<file path="config.mk">
export PLATFORM = sky130hd
export DESIGN_NAME = uart_rx_core
export DESIGN_NICKNAME = d
export VERILOG_FILES = /design/src/rtl/uart_rx_pkg.sv /design/src/rtl/rx_sync.sv /design/src/rtl/rx_bit_timer.sv /design/src/rtl/rx_shift_chain.sv /design/src/rtl/uart_rx_core.sv
export SDC_FILE = /design/constraint.sdc
export NUM_CORES = 1
export LEC_CHECK = 0
export BUFFER_PORTS_ARGS = -buffer_cell sky130_fd_sc_hd__clkbuf_2
export CAP_MARGIN = 10
export CELL_PAD_IN_SITES_DETAIL_PLACEMENT = 1
export CELL_PAD_IN_SITES_GLOBAL_PLACEMENT = 1
export CORE_ASPECT_RATIO = 2
export CORE_MARGIN = 1.5
export CORE_UTILIZATION = 30
export CTS_CLUSTER_SIZE = 16
export DETAILED_ROUTE_END_ITERATION = 6
export PLACE_DENSITY = 0.55
export SLEW_MARGIN = 20
export SYNTH_ARGS = -nofsm -noshare
export SYNTH_HDL_FRONTEND = slang
export SYNTH_SLANG_ARGS = --single-unit
</file>
<file path="constraint.sdc">
create_clock -name clk -period 5.1 [get_ports clk]
set_input_delay 0.765 -clock clk [delete_from_list [all_inputs] [get_ports clk]]
set_output_delay 0.765 -clock clk [all_outputs]
set_load 0.02 [all_outputs]
</file>
<file path="src/rtl/uart_rx_pkg.sv">
package uart_rx_pkg;

  typedef enum logic [1:0] {
    S_IDLE  = 2'd0,
    S_HUNT  = 2'd1,
    S_SHIFT = 2'd2,
    S_DONE  = 2'd3
  } rx_state_t;

  // 1 when the data bits plus the parity bit do not hold an odd count of ones
  function automatic logic odd_fail(input logic [7:0] data, input logic par);
    return ~(^{data, par});
  endfunction

endpackage

</file>
<file path="src/rtl/rx_sync.sv">
module rx_sync #(
  parameter int STAGES = 2
) (
  input  logic clk,
  input  logic rst_n,
  input  logic d_in,
  output logic d_out
);
  logic [STAGES-1:0] pipe_q;

  always_ff @(posedge clk or negedge rst_n) begin
    if (!rst_n) pipe_q <= '1;
    else        pipe_q <= {pipe_q[STAGES-2:0], d_in};
  end

  assign d_out = pipe_q[STAGES-1];
endmodule

</file>
<file path="src/rtl/rx_bit_timer.sv">
module rx_bit_timer
  import uart_rx_pkg::*;
#(
  parameter int OVERSAMPLE = 16
) (
  input  logic      clk,
  input  logic      rst_n,
  input  logic      tick16,
  input  logic      rx_s,
  input  logic      marker_at0,
  output rx_state_t state,
  output logic      start_det,
  output logic      bit_tick,
  output logic      last_tick,
  output logic      glitch
);
  localparam int CW   = $clog2(OVERSAMPLE);
  localparam int HALF = OVERSAMPLE / 2;

  logic [CW-1:0] cnt_q;
  logic          at_centre, at_wrap;

  assign at_centre = (state == S_HUNT) && tick16 && (cnt_q == CW'(HALF - 1));
  assign at_wrap   = (state == S_SHIFT) && tick16 && (cnt_q == CW'(OVERSAMPLE - 1));
  assign start_det = (state == S_IDLE) && tick16 && !rx_s;
  assign glitch    = at_centre && rx_s;
  assign bit_tick  = (at_centre && !rx_s) || at_wrap;
  assign last_tick = at_wrap && marker_at0;

  always_ff @(posedge clk or negedge rst_n) begin
    if (!rst_n) begin
      state <= S_IDLE;
      cnt_q <= '0;
    end else begin
      case (state)
        S_IDLE: if (start_det) begin
          state <= S_HUNT;
          cnt_q <= '0;
        end
        S_HUNT: if (tick16) begin
          if (at_centre) begin
            cnt_q <= '0;
            state <= rx_s ? S_IDLE : S_SHIFT;
          end else begin
            cnt_q <= cnt_q + 1'b1;
          end
        end
        S_SHIFT: if (tick16) begin
          cnt_q <= cnt_q + 1'b1;
          if (last_tick) state <= S_DONE;
        end
        default: state <= S_IDLE;
      endcase
    end
  end

  // a high centre sample abandons the start
  a_r4_glitch_to_idle: assert property (@(posedge clk) disable iff (!rst_n)
    glitch |=> state == S_IDLE);
  // the stop strobe ends shifting, then idle follows one clock later
  a_r9_last_to_done: assert property (@(posedge clk) disable iff (!rst_n)
    last_tick |=> state == S_DONE);
  a_r9_done_to_idle: assert property (@(posedge clk) disable iff (!rst_n)
    state == S_DONE |=> state == S_IDLE);
endmodule

</file>
<file path="src/rtl/rx_shift_chain.sv">
module rx_shift_chain #(
  parameter int DATA_W = 8
) (
  input  logic              clk,
  input  logic              rst_n,
  input  logic              preset,
  input  logic              bit_tick,
  input  logic              rx_s,
  output logic [DATA_W-1:0] rsr,
  output logic              par_q,
  output logic              stop_q,
  output logic              acc_q,
  output logic              marker_at0
);
  always_ff @(posedge clk or negedge rst_n) begin
    if (!rst_n) begin
      rsr    <= '1;
      par_q  <= 1'b1;
      stop_q <= 1'b1;
      acc_q  <= 1'b0;
    end else if (preset) begin
      rsr    <= '1;
      par_q  <= 1'b1;
      stop_q <= 1'b1;
      acc_q  <= 1'b0;
    end else if (bit_tick) begin
      rsr    <= {par_q, rsr[DATA_W-1:1]};
      par_q  <= stop_q;
      stop_q <= rx_s;
      acc_q  <= acc_q ^ stop_q;
    end
  end

  assign marker_at0 = ~rsr[0];

  // the start marker cannot sit at bit 0 right after a preset
  a_r3_preset_clear: assert property (@(posedge clk) disable iff (!rst_n)
    preset |=> !marker_at0);
endmodule

</file>
<file path="src/rtl/uart_rx_core.sv">
module uart_rx_core
  import uart_rx_pkg::*;
#(
  parameter int DATA_W      = 8,
  parameter int OVERSAMPLE  = 16,
  parameter int SYNC_STAGES = 2
) (
  input  logic              clk,
  input  logic              rst_n,
  input  logic              tick16,
  input  logic              rx_in,
  input  logic              rd_stb,
  output logic [DATA_W-1:0] rx_data,
  output logic              rx_ready,
  output logic              err_parity,
  output logic              err_frame,
  output logic              err_overrun
);
  logic              rx_s;
  rx_state_t         state;
  logic              start_det, bit_tick, last_tick, glitch;
  logic [DATA_W-1:0] rsr;
  logic              par_q, stop_q, acc_q, marker_at0;
  logic              load;

  rx_sync #(.STAGES(SYNC_STAGES)) u_sync (
    .clk(clk), .rst_n(rst_n), .d_in(rx_in), .d_out(rx_s));

  rx_bit_timer #(.OVERSAMPLE(OVERSAMPLE)) u_timer (
    .clk(clk), .rst_n(rst_n), .tick16(tick16), .rx_s(rx_s),
    .marker_at0(marker_at0), .state(state), .start_det(start_det),
    .bit_tick(bit_tick), .last_tick(last_tick), .glitch(glitch));

  rx_shift_chain #(.DATA_W(DATA_W)) u_chain (
    .clk(clk), .rst_n(rst_n), .preset(start_det), .bit_tick(bit_tick),
    .rx_s(rx_s), .rsr(rsr), .par_q(par_q), .stop_q(stop_q),
    .acc_q(acc_q), .marker_at0(marker_at0));

  assign load = (state == S_DONE);

  always_ff @(posedge clk or negedge rst_n) begin
    if (!rst_n) begin
      rx_data     <= '0;
      rx_ready    <= 1'b0;
      err_parity  <= 1'b0;
      err_frame   <= 1'b0;
      err_overrun <= 1'b0;
    end else if (load) begin
      rx_data     <= rsr;
      rx_ready    <= 1'b1;
      err_parity  <= acc_q;
      err_frame   <= ~stop_q;
      err_overrun <= rx_ready & ~rd_stb;
    end else if (rd_stb) begin
      rx_ready    <= 1'b0;
    end
  end

  // a completed frame raises ready
  a_r2_ready_on_load: assert property (@(posedge clk) disable iff (!rst_n)
    load |=> rx_ready);
  // running accumulator agrees with a direct parity check of the byte
  a_r5_parity_match: assert property (@(posedge clk) disable iff (!rst_n)
    load |=> err_parity == odd_fail($past(rsr), $past(par_q)));
  // framing flag follows the sampled stop bit
  a_r6_frame_flag: assert property (@(posedge clk) disable iff (!rst_n)
    load |=> err_frame == !$past(stop_q));
  // overrun reflects an unread byte at load time
  a_r7_overrun_flag: assert property (@(posedge clk) disable iff (!rst_n)
    load |=> err_overrun == $past(rx_ready && !rd_stb));
  // a read without a load clears ready and keeps the data
  a_r8_read_clears: assert property (@(posedge clk) disable iff (!rst_n)
    (rd_stb && !load) |=> (!rx_ready && $stable(rx_data)));
endmodule

</file>
==> impl_metrics.env, run 1 <==
export IMPL_peakVddDrop_mv=0.2344
export IMPL_grt_pass1_wl_mm=4.850
export IMPL_end_kind="flop"
export IMPL_power_leakage_nw=0.8406
export IMPL_fin_crit_sh=0.4017
export IMPL_synth_area_leaders="dfrtp_1, dfstp_2, mux2_2"
export IMPL_synth_top_area_share=0.3420
export IMPL_arrival_ps=2260
export IMPL_synth_top_area_cell="dfrtp_1"
export IMPL_setup_tns_ps=0
export IMPL_worstPathRequired_ps=5310
export IMPL_hpwlAfterDp_mm=2.079
export IMPL_cp_cell_sequence="inv_1, ha_1, inv_1, o32a_1, or3_1, a21boi_1"
export IMPL_syn_area_um2=1390
export IMPL_seqPwrFrac=0.446
export IMPL_slew_headroom=0.4878
export IMPL_intPower_w=0.0004507
export IMPL_holdBufCountCts=0
export IMPL_hold_slack_ps=353.8
export IMPL_power_per_cell_area_nw_per_um2=372.5
export IMPL_insertion_delay_ps=280
export IMPL_yosysUniqueCellTypes=34
export IMPL_detail_route_antenna_nets=0
export IMPL_antenna_found_initial=0
export IMPL_syn_inst=112
export IMPL_cts_max_level=2
export IMPL_finClkSkew_ps=6.745
export IMPL_post_cts_buffers=0
export IMPL_grt_setup_unrepaired="false"
export IMPL_critPathMaxStageDelay_ps=570
export IMPL_fillers=503
export IMPL_root_buffer="clkbuf_8"
export IMPL_place_gp_congestion=0.6999
export IMPL_grt_max_degree=32
export IMPL_pwr_share_clk=0.407
export IMPL_path_delay_family="compound AO/OA/AOI/OAI gates"
export IMPL_cts_tree="yes"
export IMPL_drc=0
export IMPL_cp_max_fo=13
export IMPL_outcome="finished clean"
export IMPL_path_clk_slew_ps=70
export IMPL_viasPerCell=4.920
export IMPL_vias=920
export IMPL_syn2layout_area_growth_pct=18.18
export IMPL_dpl_cell_area_um2=1525
export IMPL_avgSynthCellArea_um2=12.41
export IMPL_wl_per_cell_um=14.91
export IMPL_die_y_um=99.27
export IMPL_cap_violations=0
export IMPL_synth_seq_cells=31
export IMPL_cts_resized=0
export IMPL_grt_pass1_vias=1002
export IMPL_dieArea_um2=5076
export IMPL_hold_path_class="reg2reg"
export IMPL_finalHoldViolations=0
export IMPL_cts_buffer_depth=2
export IMPL_grt_use_total=0.1305
export IMPL_cts_made_buffers=5
export IMPL_final_setup_viol_count=0
export IMPL_fp_row_count=34
export IMPL_switching_share=0.2636
export IMPL_fp_coreArea_um2=4382
export IMPL_cts_sinks=31
export IMPL_io_buffer_count=16
export IMPL_first_pass_iters=3
export IMPL_drive_gt1_frac=0.3684
export IMPL_overflow=0
export IMPL_start_util=0.3172
export IMPL_tightest_slew_ps=768.3
export IMPL_design_area_um2=1643
export IMPL_drt_wl_total_mm=2.789
export IMPL_synth_net_count=123
export IMPL_fmax_mhz=488.1
export IMPL_slowest_stage="o32a_1"
export IMPL_ys_warn_count=0
export IMPL_ff2ff_setup_slack_ps=3050
export IMPL_fp_dieW_um=51.14
export IMPL_cpMostUsedCell="inv_1"
export IMPL_post_route_min_period_ps=2049
export IMPL_ys_seq_area_frac=0.5689
export IMPL_final_max_slew_viol_count=0
export IMPL_nets=143
export IMPL_n_antenna_cell=0
export IMPL_critical_path_startpoint_type="flop"
export IMPL_p_comb_frac=0.147
export IMPL_drtIter0Drc=10
export IMPL_top_level_ports=17
export IMPL_path_class="reg2reg"
export IMPL_p_switching_w=0.0001613
export IMPL_cp_num_buf_inv=2
==> final timing paths <==
check                                  from               end  cells after the start
hold reg to reg            u_sync.pipe_q[0]  u_sync.pipe_q[1]                      0
hold / removal             u_sync.pipe_q[0]  u_sync.pipe_q[1]                      0
setup / recovery           u_timer.state[1]     u_chain.acc_q                      6
setup reg to reg           u_timer.state[1]     u_chain.acc_q                      6
min in group asynchronous             rst_n  u_timer.cnt_q[2]                      1
max in group asynchronous             rst_n        rx_data[3]                      1
==> area by class of cell <==
cell class	instances	area, um2	share of cell area
timing repair buffer	16	80.08	0.04874
tap	54	67.56	0.04113
multi-input combinational	72	564.3	0.3435
clock buffer	6	82.58	0.05027
sequential	31	790.8	0.4813
clock inverter	2	35.03	0.02133
inverter	6	22.52	0.01371
==> worst reg2reg max path, cell delays in order (launching register included) <==
cell and delay [ps]:
dfrtp_1 440, inv_1 110, ha_1 230, inv_1 80, o32a_1 570, or3_1 400
a21boi_1 140
==> Yosys cell counts <==
master / number
or3_1: 1
a21oi_1: 2
a21o_1: 1
a22o_1: 1
nor2b_1: 2
buf_1: 1
o32a_1: 1
o21ai_0: 5
dfrtp_1: 19
nor3_1: 2
a2bb2oi_1: 1
buf_2: 1
a211oi_1: 1
a21boi_1: 1
a22oi_1: 1
a41oi_1: 1
a21boi_0: 1
clkbuf_1: 1
inv_1: 6
nand3_1: 1
mux2i_1: 8
o21bai_1: 2
o41ai_1: 1
nand4b_2: 1
nand2_1: 11
a31o_2: 1
mux2_2: 11
or4b_1: 1
nor2_1: 4
nand4_1: 1
ha_1: 6
nand3b_1: 2
o211ai_1: 1
dfstp_2: 12
==> power groups by stage <==
| stage | Sequential [W] | Clock, W | Combinational (W) |
|---|---|---|---|
| final | 0.000273 | 0.000249 | 0.0000902 |
| after detailed placement | 0.000277 | 0 | 0.0000924 |
| after CTS | 0.000273 | 0.000258 | 0.0000926 |
| after global placement | 0.000275 | 0 | 0.0000887 |
| after global routing | 0.000276 | 0.000266 | 0.000104 |
| after floorplan | 0.000274 | 0 | 0.0000644 |
==> metal layers <==
metal | wire, um | vias up | track usage
met4 | 78 | 0 | 0.08108
met5 | 0 | - | 0
met1 | 1057 | 465 | 0.1375
li1 | - | 435 | -
met2 | 1579 | 14 | 0.2278
met3 | 74 | 6 | 0.02703
==> flip-flops by register name (all words and copies together), names as in the netlist, 2 cells and up <==
signal,count
u_timer.state,2
u_chain.rsr,8
u_timer.cnt_q,4
rx_data,8
u_sync.pipe_q,2
==> per-stage QoR <==
| stage | utilization | setup WS, ps | total power (W) | instances |
|---|---|---|---|---|
| 5_1_grt | 0.3749 | 2869 | 0.0006454 | 187 |
| 6_report | 0.3749 | 3051 | 0.0006120 | 187 |
| 2_1_floorplan | - | 3331 | 0.0003389 | 112 |
| 3_5_place_dp | 0.3481 | 2882 | 0.0003697 | 179 |
| 4_1_cts | 0.3749 | 3019 | 0.0006238 | 187 |
| 3_3_place_gp | 0.3481 | 2957 | 0.0003639 | 179 |
==> cells in the final DEF (no fill, tap or decap), types with 2 or more instances in the layout <==
| cell type | Yosys | routed |
|---|---|---|
| clkbuf_2 | 0 | 16 |
| nor2b_1 | 2 | 2 |
| nor2_1 | 4 | 4 |
| o21bai_1 | 2 | 2 |
| dfrtp_1 | 19 | 19 |
| mux2i_1 | 8 | 8 |
| ha_1 | 6 | 6 |
| a21oi_1 | 2 | 2 |
| nor3_1 | 2 | 2 |
| nand3b_1 | 2 | 2 |
| nand2_1 | 11 | 11 |
| inv_1 | 6 | 6 |
| dfstp_2 | 12 | 12 |
| o21ai_0 | 5 | 5 |
| mux2_2 | 11 | 11 |
| clkbuf_8 | 0 | 6 |
==> cell families (layout without fill, tap and decap cells) <==
group,count (synthesis),count (layout),share of synthesized area
compound gates,21,21,0.1071
mux,19,19,0.1467
simple gates,26,26,0.09810
buf+inv,9,30,0.02519
flops,31,31,0.5689
fa+ha+maj,6,6,0.05400
No activity file was read; power rests on OpenSTA's default activity.
==> inputs of run 2 (changes only) <==
Settings changed: PLACE_DENSITY 0.55 to 0.57.
Clock period 5.1 ns to 1.7 ns, I/O delays scaled along.
==> impl_metrics.env, run 2 (synthesis results as in run 1) <==
export IMPL_outcome="finished clean"
export IMPL_n_antenna_cell=0
export IMPL_tightest_slew_ps=612.0
export IMPL_overflow=0
export IMPL_top_level_ports=17
export IMPL_start_util=0.3172
export IMPL_grt_setup_unrepaired="true"
export IMPL_post_route_min_period_ps=1674
export IMPL_hpwlAfterDp_mm=2.173
export IMPL_cp_max_fo=5
export IMPL_finClkSkew_ps=5.610
export IMPL_path_class="reg2reg"
export IMPL_finalHoldViolations=0
export IMPL_cts_made_buffers=5
export IMPL_end_kind="flop"
export IMPL_r2r_worst_path_cells=6
export IMPL_power_per_cell_area_nw_per_um2=1095
export IMPL_cts_buffer_depth=2
export IMPL_power_leakage_nw=0.9092
export IMPL_grt_pass1_vias=1099
export IMPL_fin_ws_ps=25.80
export IMPL_arrival_ps=1890
export IMPL_drive_gt1_frac=0.4795
export IMPL_fmax_mhz=597.3
export IMPL_cts_sinks=31
export IMPL_finalNonFillerCells=200
export IMPL_worstPathRequired_ps=1920
export IMPL_final_setup_viol_count=0
export IMPL_insertion_delay_ps=280
export IMPL_mostFrequentLayoutCells="dfrtp_1, clkbuf_2, dfstp_2"
export IMPL_first_pass_iters=4
export IMPL_final_max_slew_viol_count=0
export IMPL_vias=978
export IMPL_dp_slack_ps=-80.03
export IMPL_fp_dieW_um=51.14
export IMPL_nets=156
export IMPL_dp_cells=189
export IMPL_fp_row_count=34
export IMPL_viasPerCell=4.890
export IMPL_wl_per_cell_um=15.39
export IMPL_place_gp_congestion=0.8214
export IMPL_die_y_um=99.27
export IMPL_holdPathStages=1
export IMPL_syn2layout_area_growth_pct=30.96
export IMPL_fin_util=0.4155
export IMPL_io_buffer_count=16
export IMPL_largestRegisters="rx_data x8, u_chain.rsr x8, u_timer.cnt_q x4"
export IMPL_dieArea_um2=5076
export IMPL_cap_violations=0
export IMPL_slew_headroom=0.5920
export IMPL_cts_max_level=2
export IMPL_grt_use_total=0.1402
export IMPL_grt_max_degree=32
export IMPL_fin_crit_sh=0.9848
export IMPL_fp_coreArea_um2=4382
export IMPL_setup_tns_ps=0
export IMPL_drt_wl_total_mm=3.077
export IMPL_drc=0
export IMPL_critical_path_startpoint_type="flop"
export IMPL_drtIter0Drc=12
export IMPL_detail_route_antenna_nets=0
export IMPL_grt_pass1_wl_mm=5.313
export IMPL_path_clk_slew_ps=60
export IMPL_antenna_found_initial=0
export IMPL_hold_path_class="in2reg"
export IMPL_peakVddDrop_mv=0.6761
export IMPL_cts_tree="yes"
export IMPL_final_common_cell="dfrtp_1"
export IMPL_root_buffer="clkbuf_8"
-- run 2: cell types whose count changed in the layout (fill, tap and decap cells not counted), moves of 2 or more --
cell and change:
o21ai_1 +3, ha_1 -4, buf_4 +11, ha_4 +4, clkbuf_1 +2, o21ai_0 -3
-- run 2: layout make-up --
type / count / area, um2
clock buffers: 7 / 76.32
clock inverters: 1 / 30.03
fillers: 479 / 2561
inverters: 6 / 22.52
multi-input cells: 72 / 648.1
flip-flops and latches: 31 / 792.0
well taps: 54 / 67.56
repair buffers: 29 / 183.9
-- run 2: critical path, stage by stage, from the launching register on --
cell and delay, ps:
dfrtp_1 400, buf_4 150, ha_4 170, nor3_4 200, o21bai_2 100, or4b_4 520, nand2_2 70
-- run 2: worst paths after layout --
check	from	endpoint	slack, ps
min in group asynchronous	rst_n	u_timer.cnt_q[2]	520
min	rx_in	u_sync.pipe_q[0]	50
max reg2reg	u_timer.state[0]	u_timer.cnt_q[2]	30
min reg2reg	u_sync.pipe_q[0]	u_sync.pipe_q[1]	360
max in group asynchronous	rst_n	u_chain.rsr[3]	840
max	u_timer.state[0]	u_timer.cnt_q[2]	30
-- run 2: power by group --
part           internal, W  leakage (nW)  switching, W
Sequential        0.000777         0.387     0.0000358
Combinational     0.000229         0.470      0.000247
Clock             0.000438        0.0524      0.000266
Total              0.00144         0.909      0.000549
-- run 2: what timing repair did --
item | in CTS | in global routing
cloned | 0 | 0
endpoints found under the setup margin | 10 | 20
hold endpoints to repair | 9 | 0
pin swaps | 1 | 5
hold buffers | 1 | 0
setup buffers | 0 | 2
gates resized for setup | 2 | 17
-- run 2: metrics by stage --
stage / cell area (um2) / power (W) / hold slack, ps
2_1_floorplan: 1399 / 0.001032 / -40.59
3_3_place_gp: 1609 / 0.001161 / 289.6
3_5_place_dp: 1609 / 0.001184 / 305.8
4_1_cts: 1728 / 0.001923 / 44.21
5_1_grt: 1821 / 0.002109 / 48.64
6_report: 1821 / 0.001993 / 54.89
-- run 2: layer usage --
| metal | global-route usage | up-vias | part of all wire |
|---|---|---|---|
| met4 | 0.07900 | 0 | 0.023 |
| met1 | 0.1508 | 499 | 0.39 |
| li1 | - | 462 | - |
| met3 | 0.03303 | 6 | 0.019 |
| met2 | 0.2428 | 11 | 0.57 |
| met5 | 0 | - | 0 |
